$ cat src/rtl/pwm10_pkg.sv
package pwm10_pkg;

  // Register select codes on the write port
  typedef enum logic [1:0] {
    REG_PERIOD  = 2'd0,
    REG_DUTY_HI = 2'd1,
    REG_CTRL    = 2'd2,
    REG_POST    = 2'd3
  } regSel_e;

  // Strobes from control to datapath
  typedef struct packed {
    logic halt;     // generator disabled: clear base and output
    logic load;     // period start: clear base, latch duty, set output
    logic advance;  // time base step inside a period
  } pwmStrobe_t;

  localparam int PSC_W = 4;

  // Last prescaler count for a select code (ratio minus one)
  function automatic logic [PSC_W-1:0] pscLast(input logic [1:0] sel);
    case (sel)
      2'd0:    return PSC_W'(0);
      2'd1:    return PSC_W'(3);
      default: return PSC_W'(15);
    endcase
  endfunction

endpackage

$ cat src/rtl/pwm10_ctrl.sv
module pwm10_ctrl
  import pwm10_pkg::*;
#(
  parameter int TMR_W  = 8,
  parameter int FINE_W = 2,
  parameter int POST_W = 4
) (
  input  logic                      clk,
  input  logic                      rst,
  input  logic                      wrEn,
  input  logic [1:0]                wrAddr,
  input  logic [TMR_W-1:0]          wrData,
  input  logic                      periodEnd,
  output logic [TMR_W-1:0]          periodReg,
  output logic [TMR_W+FINE_W-1:0]   dutyReg,
  output pwmStrobe_t                strobe,
  output logic                      postPulse
);

  localparam int ENA_BIT = TMR_W - 1;
  localparam int PSC_LSB = TMR_W - 3;

  logic [TMR_W-1:0]  periodQ;
  logic [TMR_W-1:0]  dutyHiQ;
  logic [FINE_W-1:0] dutyLoQ;
  logic [1:0]        pscSelQ;
  logic              enableQ;
  logic [POST_W-1:0] postRatioQ;

  logic              running;
  logic [1:0]        activeSel;
  logic [PSC_W-1:0]  pscCnt;
  logic [POST_W-1:0] postCnt;
  logic              tick;
  logic              postHit;

  assign periodReg = periodQ;
  assign dutyReg   = {dutyHiQ, dutyLoQ};

  assign tick    = running && (pscCnt == pscLast(activeSel));
  assign postHit = (postCnt >= postRatioQ);

  always_comb begin
    strobe.halt    = !enableQ;
    strobe.load    = enableQ && (!running || (tick && periodEnd));
    strobe.advance = enableQ && tick && !periodEnd;
  end

  // Register file
  always_ff @(posedge clk) begin
    if (rst) begin
      periodQ    <= '0;
      dutyHiQ    <= '0;
      dutyLoQ    <= '0;
      pscSelQ    <= '0;
      enableQ    <= 1'b0;
      postRatioQ <= '0;
    end else if (wrEn) begin
      case (regSel_e'(wrAddr))
        REG_PERIOD:  periodQ <= wrData;
        REG_DUTY_HI: dutyHiQ <= wrData;
        REG_CTRL: begin
          enableQ <= wrData[ENA_BIT];
          pscSelQ <= wrData[PSC_LSB +: 2];
          dutyLoQ <= wrData[FINE_W-1:0];
        end
        default:     postRatioQ <= wrData[POST_W-1:0];
      endcase
    end
  end

  // Sequencing: prescaler, run state, postscaler
  always_ff @(posedge clk) begin
    if (rst) begin
      running   <= 1'b0;
      activeSel <= '0;
      pscCnt    <= '0;
      postCnt   <= '0;
      postPulse <= 1'b0;
    end else if (strobe.halt) begin
      running   <= 1'b0;
      pscCnt    <= '0;
      postCnt   <= '0;
      postPulse <= 1'b0;
    end else if (strobe.load) begin
      running   <= 1'b1;
      activeSel <= pscSelQ;
      pscCnt    <= '0;
      postPulse <= running && postHit;
      if (!running || postHit) postCnt <= '0;
      else                     postCnt <= postCnt + 1'b1;
    end else begin
      postPulse <= 1'b0;
      if (running) begin
        if (tick) pscCnt <= '0;
        else      pscCnt <= pscCnt + 1'b1;
      end
    end
  end

endmodule

$ cat src/rtl/pwm10_datapath.sv
module pwm10_datapath
  import pwm10_pkg::*;
#(
  parameter int TMR_W  = 8,
  parameter int FINE_W = 2
) (
  input  logic                     clk,
  input  logic                     rst,
  input  pwmStrobe_t               strobe,
  input  logic [TMR_W-1:0]         periodReg,
  input  logic [TMR_W+FINE_W-1:0]  dutyReg,
  output logic [TMR_W+FINE_W-1:0]  baseCount,
  output logic [TMR_W+FINE_W-1:0]  shadowDuty,
  output logic                     pwmOut,
  output logic                     periodEnd
);

  localparam int BASE_W = TMR_W + FINE_W;

  logic [BASE_W-1:0] baseQ;
  logic [BASE_W-1:0] shadowQ;
  logic [BASE_W-1:0] baseNext;
  logic [BASE_W-1:0] lastBase;
  logic              outQ;

  // Coarse timer in the upper bits, fine counter in the lower FINE_W bits
  assign lastBase  = {periodReg, {FINE_W{1'b1}}};
  assign periodEnd = (baseQ >= lastBase);
  assign baseNext  = baseQ + 1'b1;

  assign baseCount  = baseQ;
  assign shadowDuty = shadowQ;
  assign pwmOut     = outQ;

  always_ff @(posedge clk) begin
    if (rst) begin
      baseQ   <= '0;
      shadowQ <= '0;
      outQ    <= 1'b0;
    end else if (strobe.halt) begin
      baseQ <= '0;
      outQ  <= 1'b0;
    end else if (strobe.load) begin
      baseQ   <= '0;
      shadowQ <= dutyReg;
      outQ    <= (dutyReg != '0);
    end else if (strobe.advance) begin
      baseQ <= baseNext;
      if (baseNext == shadowQ) outQ <= 1'b0;
    end
  end

endmodule

$ cat src/rtl/pwm10_gen.sv
module pwm10_gen
  import pwm10_pkg::*;
#(
  parameter int TMR_W  = 8,
  parameter int FINE_W = 2,
  parameter int POST_W = 4
) (
  input  logic                     clk,
  input  logic                     rst,
  input  logic                     wrEn,
  input  logic [1:0]               wrAddr,
  input  logic [TMR_W-1:0]         wrData,
  output logic                     pwmOut,
  output logic [TMR_W+FINE_W-1:0]  dutyLatched,
  output logic                     postPulse
);

  localparam int BASE_W = TMR_W + FINE_W;

  pwmStrobe_t        strobe;
  logic [TMR_W-1:0]  periodReg;
  logic [BASE_W-1:0] dutyReg;
  logic [BASE_W-1:0] baseCount;
  logic              periodEnd;

  pwm10_ctrl #(
    .TMR_W (TMR_W),
    .FINE_W(FINE_W),
    .POST_W(POST_W)
  ) u_ctrl (
    .clk      (clk),
    .rst      (rst),
    .wrEn     (wrEn),
    .wrAddr   (wrAddr),
    .wrData   (wrData),
    .periodEnd(periodEnd),
    .periodReg(periodReg),
    .dutyReg  (dutyReg),
    .strobe   (strobe),
    .postPulse(postPulse)
  );

  pwm10_datapath #(
    .TMR_W (TMR_W),
    .FINE_W(FINE_W)
  ) u_dp (
    .clk       (clk),
    .rst       (rst),
    .strobe    (strobe),
    .periodReg (periodReg),
    .dutyReg   (dutyReg),
    .baseCount (baseCount),
    .shadowDuty(dutyLatched),
    .pwmOut    (pwmOut),
    .periodEnd (periodEnd)
  );

endmodule

$ cat config.mk
export PLATFORM = sky130hd
export DESIGN_NAME = pwm10_gen
export DESIGN_NICKNAME = d
export VERILOG_FILES = /design/src/rtl/pwm10_pkg.sv /design/src/rtl/pwm10_ctrl.sv /design/src/rtl/pwm10_datapath.sv /design/src/rtl/pwm10_gen.sv
export SDC_FILE = /design/constraint.sdc
export NUM_CORES = 1
export LEC_CHECK = 0
export ABC_CLOCK_PERIOD_IN_PS = 3900
export CORE_MARGIN = 2
export CORE_UTILIZATION = 50
export CTS_BUF_LIST = sky130_fd_sc_hd__clkbuf_8
export DETAILED_ROUTE_END_ITERATION = 10
export PLACE_DENSITY_LB_ADDON = 0.3
export SLEW_MARGIN = 20
export SYNTH_ARGS = -nofsm -noshare
export SYNTH_HDL_FRONTEND = slang
export SYNTH_HIERARCHICAL = 1
export SYNTH_SLANG_ARGS = --single-unit
$ cat constraint.sdc
create_clock -name clk -period 3.9 [get_ports clk]
set_clock_uncertainty 0.15 [all_clocks]
set_input_delay 0.78 -clock clk [delete_from_list [all_inputs] [get_ports clk]]
set_output_delay 0.78 -clock clk [all_outputs]
set_load 0.1 [all_outputs]
Yosys cells after proc, flatten, opt, wreduce, memory -nomap -nowiden
Index checks and enable logic that the tools add are counted.

Output and inout port bits: 12. Bits of input ports: 13. Word-level logic and storage cells: 58. Register bits: 58.

Equality and inequality tests: 5. Order comparisons: 2. Add/subtract/negate cells: 3. Multiplexer cells: 6. Bitwise logic cells: 3. Reduce and logical (&&, ||, !) cells: 25.

Operators with widths (count): 2-bit AND reduction (6); 10-bit by 1-bit adder with 10-bit output (second input constant) (1); 10-bit == test (1); 10-bit >= comparator (1); 10-bit nonzero test (1); 3-bit OR reduction (3); 4-bit by 1-bit adder with 4-bit output (second input constant) (2); 4-bit two-way mux (2); 4-bit one-hot mux with 2 select lines (1); 1-bit logical AND (6); 2-bit by 1-bit == test with 1-bit output (second input constant) (2); 4-bit == test (1); 4-bit >= comparator (1); 2-bit zero test (2); 2-bit nonzero test (2); 1-bit two-way mux (3); 1-bit inverter (3); 2-bit == test (second input constant) (1); 1-bit zero test (2); 1-bit logical OR (2); 2-bit OR reduction (1).

Logic depth before layout (Yosys ltp)
Gate-level depths: netlist of the first run.

Depth in word-level cells: 9. Depth in mapped cells: 13. Gate-level depth less buffers: 13.

Hierarchy
The synthesis of the first run kept the hierarchy.

By module, submodules not included: pwm10_ctrl (cells each 159, times used 1, area an instance 1566.5 µm²); pwm10_datapath (cells each 158, times used 1, area an instance 1266.2 µm²).

Worst setup path before layout of the first run
OpenSTA, ideal clock, no wires.

Path type: flip-flop to flip-flop. From: reg u_dp.baseQ[2] (netlist: u_dp/baseCount[2]). To: reg u_dp.shadowQ[4] (netlist: u_dp/shadowDuty[4]). Required time: 3.680 ns. Arrival: 2.646 ns. Path buffers: 1. Path slack: 1.033 ns. Library setup time: 0.070 ns. Period minus slack after synthesis: 2.867 ns. Cell stages (with the launch flop): 13. Cell sequence: dfxtp_1 -> ha_1 -> a21o_1 -> a21o_1 -> a21o_1 -> a2111oi_0 -> o21ai_1 -> o21ai_0 -> a31oi_4 -> nand2b_1 -> clkbuf_1 -> nand2_1 -> a21oi_1.

RTL lines: from (decl) (RTL line pwm10_datapath.sv:20) `logic [BASE_W-1:0] baseQ;`; from (signal assigned) (RTL line pwm10_datapath.sv:48) `baseQ <= baseNext;`; to (signal assigned) (RTL line pwm10_datapath.sv:45) `shadowQ <= dutyReg;`; to (decl) (RTL line pwm10_datapath.sv:21) `logic [BASE_W-1:0] shadowQ;`.

==> flow_summary_export.csv, run 1 <==
group,metric,value,unit
run_status,outcome,"finished, final reports clean",
clocking,post-cts-setup-buffers,0,
routing,drc,0,
placed_design,place_inst,402,
grt,grt_pass1_vias,2122,
sta,period_share,81.60,%
grt,grt.total_usage,21.42,%
job,max_cap_viol_count,0,
pwr,ir_drop,0.2817,mV
worst_setup_path,required,3.96,ns
logic_synthesis,syn_area,2833,µm²
sta,tns,0,ns
worst_hold_path,holdCritPathClass,"flop to flop",
layout,drive_gt1_share,7.225,%
sta,whs,0.3281,ns
clocking,clock-sinks,58,
clocking,cts_buffers,9,
clocking,cts.clk_slew.worst_paths,0.07,ns
clocking,cts-resized-gates,0,
sta,maxSlewViolCount,0,
sta,tightest_slew,0.9887,ns
placed_design,port_buffers,24,
worst_setup_path,crit_fanout,11,
grt,grt_pass1_wl,10.23,mm
logic_synthesis,yosys-top-cells-area,"dfxtp_1 41%, mux2i_1 10%, ha_1 6.6%",
pwr,internal-power,929.9,µW
logic_synthesis,synth_top_cell_by_area,"dfxtp_1",
logic_synthesis,synth_nets,345,
logic_synthesis,yosysWarnings,6,
sta,slew_headroom,33.88,%
sta,setup_slack,0.7177,ns
routing,via_count,2225,
logic_synthesis,netlist_instances,317,
pwr,p_clk_share,45.6,%
pwr,cellLeakagePower,0.001316,µW
logic_synthesis,synth-seq-cells,58,
routing,final_antenna_net_count,0,
pwr,seq_power_share,49.2,%
floorplanning,fp-row-count,27,
logic_synthesis,yosysSeqAreaShare,40.99,%
logic_synthesis,synth_flop_cell,"dfxtp_1",
worst_setup_path,cp.arrival,3.24,ns
routing,wire_per_inst,14.61,µm
routing,drtPass1Iterations,4,
placed_design,preCtsSetupSlack,0.7377,ns
floorplanning,die_w,79.27,µm
routing,vias_per_cell,5.323,
routing,first_iter_violations,139,
pwr,switchingPower,307.0,µW
clocking,cts_tree,"built",
clocking,clkLatencyLatePin,0.34,ns
layout,nNetsFinal,369,
worst_setup_path,cp-end-kind,"flop",
logic_synthesis,synth.avg_cell_area,8.936,µm²
grt,antenna_found_initial,0,
floorplanning,design.die.area,6284,µm²
pwr,pwr-share-comb,5.2,%
placed_design,place_hpwl,4.376,mm
floorplanning,start_util,51.76,%
pwr,p_per_area,371.5,nW/µm²
clocking,cts_buffer_depth,2,
clocking,hold_buffers,0,
clocking,root_buffer,"clkbuf_8",
sta,hold_violations,0,
worst_hold_path,worstHoldPathCells,2,
logic_synthesis,async_flop_share,0,%
logic_synthesis,synth.distinct_cells,45,
grt,grt_max_degree,24,
layout,n_antenna_cell,0,
worst_setup_path,rr_worst_depth,12,
floorplanning,core_area,5473,µm²
layout,synthToLayoutAreaGrowth,17.54,%
floorplanning,pin_count,25,
sta,finalCriticalPeriod,3.182,ns
layout,mostFrequentLayoutCells,"58 x dfxtp_1, 43 x nor2_1, 31 x nand2_1",
sta,final-setup-viol-count,0,
worst_setup_path,critical_path_class,"flop to flop",
routing,drt_wl_total,6.105,mm
clocking,htree_num_levels,3,
logic_synthesis,synth-edff-count,0,
layout,final_cells,418,
logic_synthesis,synth_top_area_share,40.99,%
layout,mostFrequentLayoutCell,"dfxtp_1",
sta,timing.fmax,314.2,MHz
pwr,swShare,24.82,%
sta,rsz0062_at_grt,"false",
placed_design,place_congestion,0.8490,
grt,gr-total-overflow,0,
floorplanning,die_y,79.27,µm
worst_setup_path,cp-start-kind,"flop",
[layer usage]
layer  track usage, %  share of wire, %
met2            31.69                45
met1            29.48                51
met3            5.227               3.4
met5                0                 0
met4            9.655              0.70
[area by class of cell]
class | instances | area (µm²)
repair buffers | 27 | 262.8
clock inverters | 7 | 78.83
clock buffers | 9 | 123.9
well taps | 72 | 90.09
multi-input cells | 228 | 1549
inverters | 17 | 63.81
flip-flops and latches | 58 | 1161
fillers | 497 | 2143
[sequential cells by signal, summed over array words and instances, names as in the netlist]
signal and count:
u_ctrl/periodReg 8, u_dp/pwmOut 1, u_ctrl/enableQ 1, u_ctrl/pscCnt 4, u_dp/baseCount 10, u_ctrl/pscSelQ 2
u_ctrl/postRatioQ 4, u_dp/shadowDuty 10, u_ctrl/postPulse 1, u_ctrl/running 1, u_ctrl/dutyLoQ 2, u_ctrl/dutyHiQ 8
u_ctrl/activeSel 2, u_ctrl/postCnt 4
[synthesized netlist by cell type, types with 4 or more instances]
cell type  count
nor2_1        43
a31oi_1        5
dfxtp_1       58
ha_1          15
a21oi_1       13
a21o_1         4
nand4_1        9
nand2b_1       5
inv_1         17
nand3_1        9
xor2_1        14
xnor2_1        9
mux2i_1       29
clkbuf_1       9
nand2_1       31
[power by group through the flow]
stage	registers, µW	logic (µW)	clock network (µW)
after detailed placement	621	64.0	0
after global placement	621	62.8	0
after global routing	609	70.0	607
after CTS	608	64.6	579
after floorplan	619	38.9	0
final	608	64.6	564
[path summary, 6_finish.rpt]
| path | startpoint | slack [ns] | endpoint |
|---|---|---|---|
| worst max-delay path | u_dp/baseCount[2] | 0.72 | u_dp/pwmOut |
| worst min-delay path | u_ctrl/dutyLoQ[0] | 0.33 | u_dp/shadowDuty[0] |
| worst max register to register | u_dp/baseCount[2] | 0.72 | u_dp/pwmOut |
| worst min register to register | u_ctrl/dutyLoQ[0] | 0.33 | u_dp/shadowDuty[0] |
[cells by family after synthesis]
family | after synthesis | synth area share, %
AO/OA/AOI/OAI | 38 | 9.232
XOR/XNOR | 23 | 7.112
adder cells (fa/ha/maj) | 15 | 6.625
buffers and inverters | 31 | 4.328
flip-flops | 58 | 40.99
multiplexers | 29 | 10.25
AND/OR/NAND/NOR | 123 | 21.47
[critical path, cell delays in order (launching register included)]
cell	delay, ns
dfxtp_1	0.45
ha_1	0.27
a21o_1	0.18
a21o_1	0.17
a21o_1	0.17
a2111oi_0	0.42
o21ai_1	0.16
o21ai_0	0.31
a31oi_4	0.13
inv_1	0.16
a31oi_1	0.08
nor4_2	0.29
a31oi_1	0.11
[per-stage QoR]
stage | total power, µW | utilization (%) | cell area [µm²]
3_3_place_gp | 683.9 | 57.13 | 3127
5_1_grt | 1286 | 60.84 | 3329
4_1_cts | 1252 | 60.84 | 3329
2_1_floorplan | 658.1 | - | 2833
6_report | 1237 | 60.84 | 3329
3_5_place_dp | 685.3 | 57.13 | 3127
No activity file was read; power rests on OpenSTA's default activity.
==> run 2, diff against run 1 <==
--- a/config.mk
+++ b/config.mk
@@ -5,7 +5,7 @@
 export SDC_FILE = /design/constraint.sdc
 export NUM_CORES = 1
 export LEC_CHECK = 0
-export ABC_CLOCK_PERIOD_IN_PS = 3900
+export ABC_CLOCK_PERIOD_IN_PS = 3200
 export CORE_MARGIN = 2
 export CORE_UTILIZATION = 50
 export CTS_BUF_LIST = sky130_fd_sc_hd__clkbuf_8
==> constraint.sdc (replaced) <==
create_clock -name clk -period 3.2 [get_ports clk]
set_clock_uncertainty 0.15 [all_clocks]
set_input_delay 0.64 -clock clk [delete_from_list [all_inputs] [get_ports clk]]
set_output_delay 0.64 -clock clk [all_outputs]
set_load 0.1 [all_outputs]
==> run 2 against run 1 <==
  * Critical path depth up 1
  * Worst hold slack better by 0.0010 ns
  * Setup slack got worse by 0.55 ns
  * Combinational power increased by 22%
  * Total power is 28% higher
==> flow_summary_export.csv, run 2 (synthesis gave the netlist of run 1 again) <==
group,metric,value,unit
grt,gr-total-overflow,0,
floorplanning,fp-row-count,27,
placed_design,placed_area,3134,µm²
sta,slew_headroom,60.29,%
placed_design,preCtsSetupSlack,0.2026,ns
grt,grt_pass1_wl,10.64,mm
worst_setup_path,cp_common_cell,"a21o_1",
layout,nNetsFinal,374,
routing,vias_per_cell,5.371,
placed_design,place_hpwl,4.519,mm
worst_setup_path,crit_chain,"inv_1, ha_1, a21o_1, a21o_1, a21o_1, a2111oi_0, o21ai_1, o21ai_0, a31oi_4, inv_1, a31oi_1, nor4_2, a31oi_1",
layout,n_antenna_cell,0,
routing,via_count,2272,
floorplanning,design.die.area,6284,µm²
clocking,cts_tree,"built",
job,max_cap_viol_count,0,
worst_setup_path,cp-start-kind,"flop",
routing,drtPass1Iterations,4,
floorplanning,pin_count,25,
layout,fillCellCount,518,
worst_hold_path,holdCritPathClass,"flop to flop",
sta,whs,0.3291,ns
routing,drt_wl_total,6.253,mm
layout,mostFrequentLayoutCells,"58 x dfxtp_1, 43 x nor2_1, 31 x nand2_1",
pwr,switchingPower,368.4,µW
sta,hold_violations,0,
sta,final-setup-viol-count,0,
clocking,hold_buffers,0,
layout,synthToLayoutAreaGrowth,18.64,%
pwr,p_total,1582,µW
sta,tightest_slew,0.5934,ns
pwr,cellLeakagePower,0.001386,µW
layout,multi_input_area,1549,µm²
worst_setup_path,cpMaxStageDelayCell,"a2111oi_0",
clocking,clock-sinks,58,
pwr,swShare,23.29,%
worst_setup_path,cp.arrival,3.10,ns
layout,mostFrequentLayoutCell,"dfxtp_1",
routing,first_iter_violations,137,
clocking,cts.clk_slew.worst_paths,0.07,ns
placed_design,port_buffers,24,
routing,drc,0,
routing,wire_per_inst,14.78,µm
grt,grt_pass1_vias,2170,
floorplanning,die_w,79.27,µm
clocking,clkLatencyLatePin,0.34,ns
placed_design,place_congestion,0.8781,
pwr,p_clk_share,48.2,%
layout,final_cell_area,3361,µm²
worst_setup_path,worst-path-buf-inv,2,
worst_setup_path,crit_fanout,11,
grt,grt_max_degree,39,
grt,antenna_found_initial,0,
clocking,htree_num_levels,3,
sta,setup_slack,0.1712,ns
pwr,ir_drop,0.4576,mV
clocking,cts_buffer_depth,2,
sta,timing.fmax,330.2,MHz
worst_setup_path,path_delay_family,"compound AO/OA/AOI/OAI gates",
floorplanning,die_y,79.27,µm
clocking,cts_buffers,9,
clocking,cts-resized-gates,0,
floorplanning,core_area,5473,µm²
run_status,outcome,"finished, final reports clean",
floorplanning,start_util,51.76,%
clocking,root_buffer,"clkbuf_8",
sta,finalCriticalPeriod,3.029,ns
pwr,internal-power,1214,µW
routing,final_antenna_net_count,0,
grt,grt.total_usage,22.38,%
pwr,pwr-share-comb,5.0,%
worst_setup_path,critical_path_class,"flop to flop",
clocking,post-cts-setup-buffers,0,
worst_setup_path,cp_slowest_stage_delay,0.40,ns
sta,maxSlewViolCount,0,
pwr,seq_power_share,46.8,%
pwr,p_per_area,470.7,nW/µm²
sta,period_share,94.65,%
layout,drive_gt1_share,11.97,%
worst_setup_path,cp-end-kind,"flop",
sta,rsz0062_at_grt,"false",
layout,seqCellArea,1161,µm²
sta,tns,0,ns
worst_setup_path,required,3.27,ns
run 2: area by class of cell:
type	instances	area share, %
clock inverter	7	3.053
inverter	17	1.899
sequential	58	34.55
multi-input combinational	228	46.09
timing repair buffer	32	8.042
tap	72	2.681
clock buffer	9	3.686
run 2: worst paths after layout:
| check | startpoint | endpoint | slack (ns) | cells after the start |
|---|---|---|---|---|
| setup / recovery | u_ctrl/periodReg[0] | u_dp/pwmOut | 0.17 | 13 |
| hold / removal | u_ctrl/dutyHiQ[1] | u_dp/shadowDuty[3] | 0.33 | 2 |
| setup reg to reg | u_ctrl/periodReg[0] | u_dp/pwmOut | 0.17 | 13 |
| hold reg to reg | u_ctrl/dutyHiQ[1] | u_dp/shadowDuty[3] | 0.33 | 2 |
run 2: per-stage QoR:
| step | util [%] | instances |
|---|---|---|
| floorplan | - | 317 |
| global route | 61.41 | 423 |
| finish | 61.41 | 423 |
| detailed placement | 57.27 | 407 |
| global placement | 57.27 | 407 |
| CTS | 61.41 | 423 |
run 2: power by group through the flow:
stage | clock network (µW) | logic (µW) | registers (µW)
after floorplan | 0 | 47.4 | 755
after global placement | 0 | 76.6 | 757
after detailed placement | 0 | 77.7 | 757
after CTS | 780 | 79.0 | 741
after global routing | 810 | 86.5 | 742
final | 762 | 78.8 | 741
run 2: worst reg2reg max path, cell delays in order (launching register included):
cell and delay (ns):
dfxtp_1 0.33, inv_1 0.04, ha_1 0.27, a21o_1 0.17, a21o_1 0.16, a21o_1 0.16, a2111oi_0 0.40, o21ai_1 0.18
o21ai_0 0.31, a31oi_4 0.12, inv_1 0.14, a31oi_1 0.07, nor4_2 0.28, a31oi_1 0.10
run 2: layer usage:
metal	wire [µm]	global-route usage [%]	vias to the layer above
met4	70	11.03	0
li1	-	-	1159
met1	3043	30.41	1063
met2	2882	33.98	43
met5	0	0	-
met3	258	4.318	7
==> run 3, diff against run 2 <==
--- a/config.mk
+++ b/config.mk
@@ -11,7 +11,7 @@
 export CTS_BUF_LIST = sky130_fd_sc_hd__clkbuf_8
 export DETAILED_ROUTE_END_ITERATION = 10
 export PLACE_DENSITY_LB_ADDON = 0.3
-export SLEW_MARGIN = 20
+export SLEW_MARGIN = 10
 export SYNTH_ARGS = -nofsm -noshare
 export SYNTH_HDL_FRONTEND = slang
 export SYNTH_HIERARCHICAL = 1
==> results of run 3 <==
The final DEF is identical to that of run 2; final timing and power are the same.
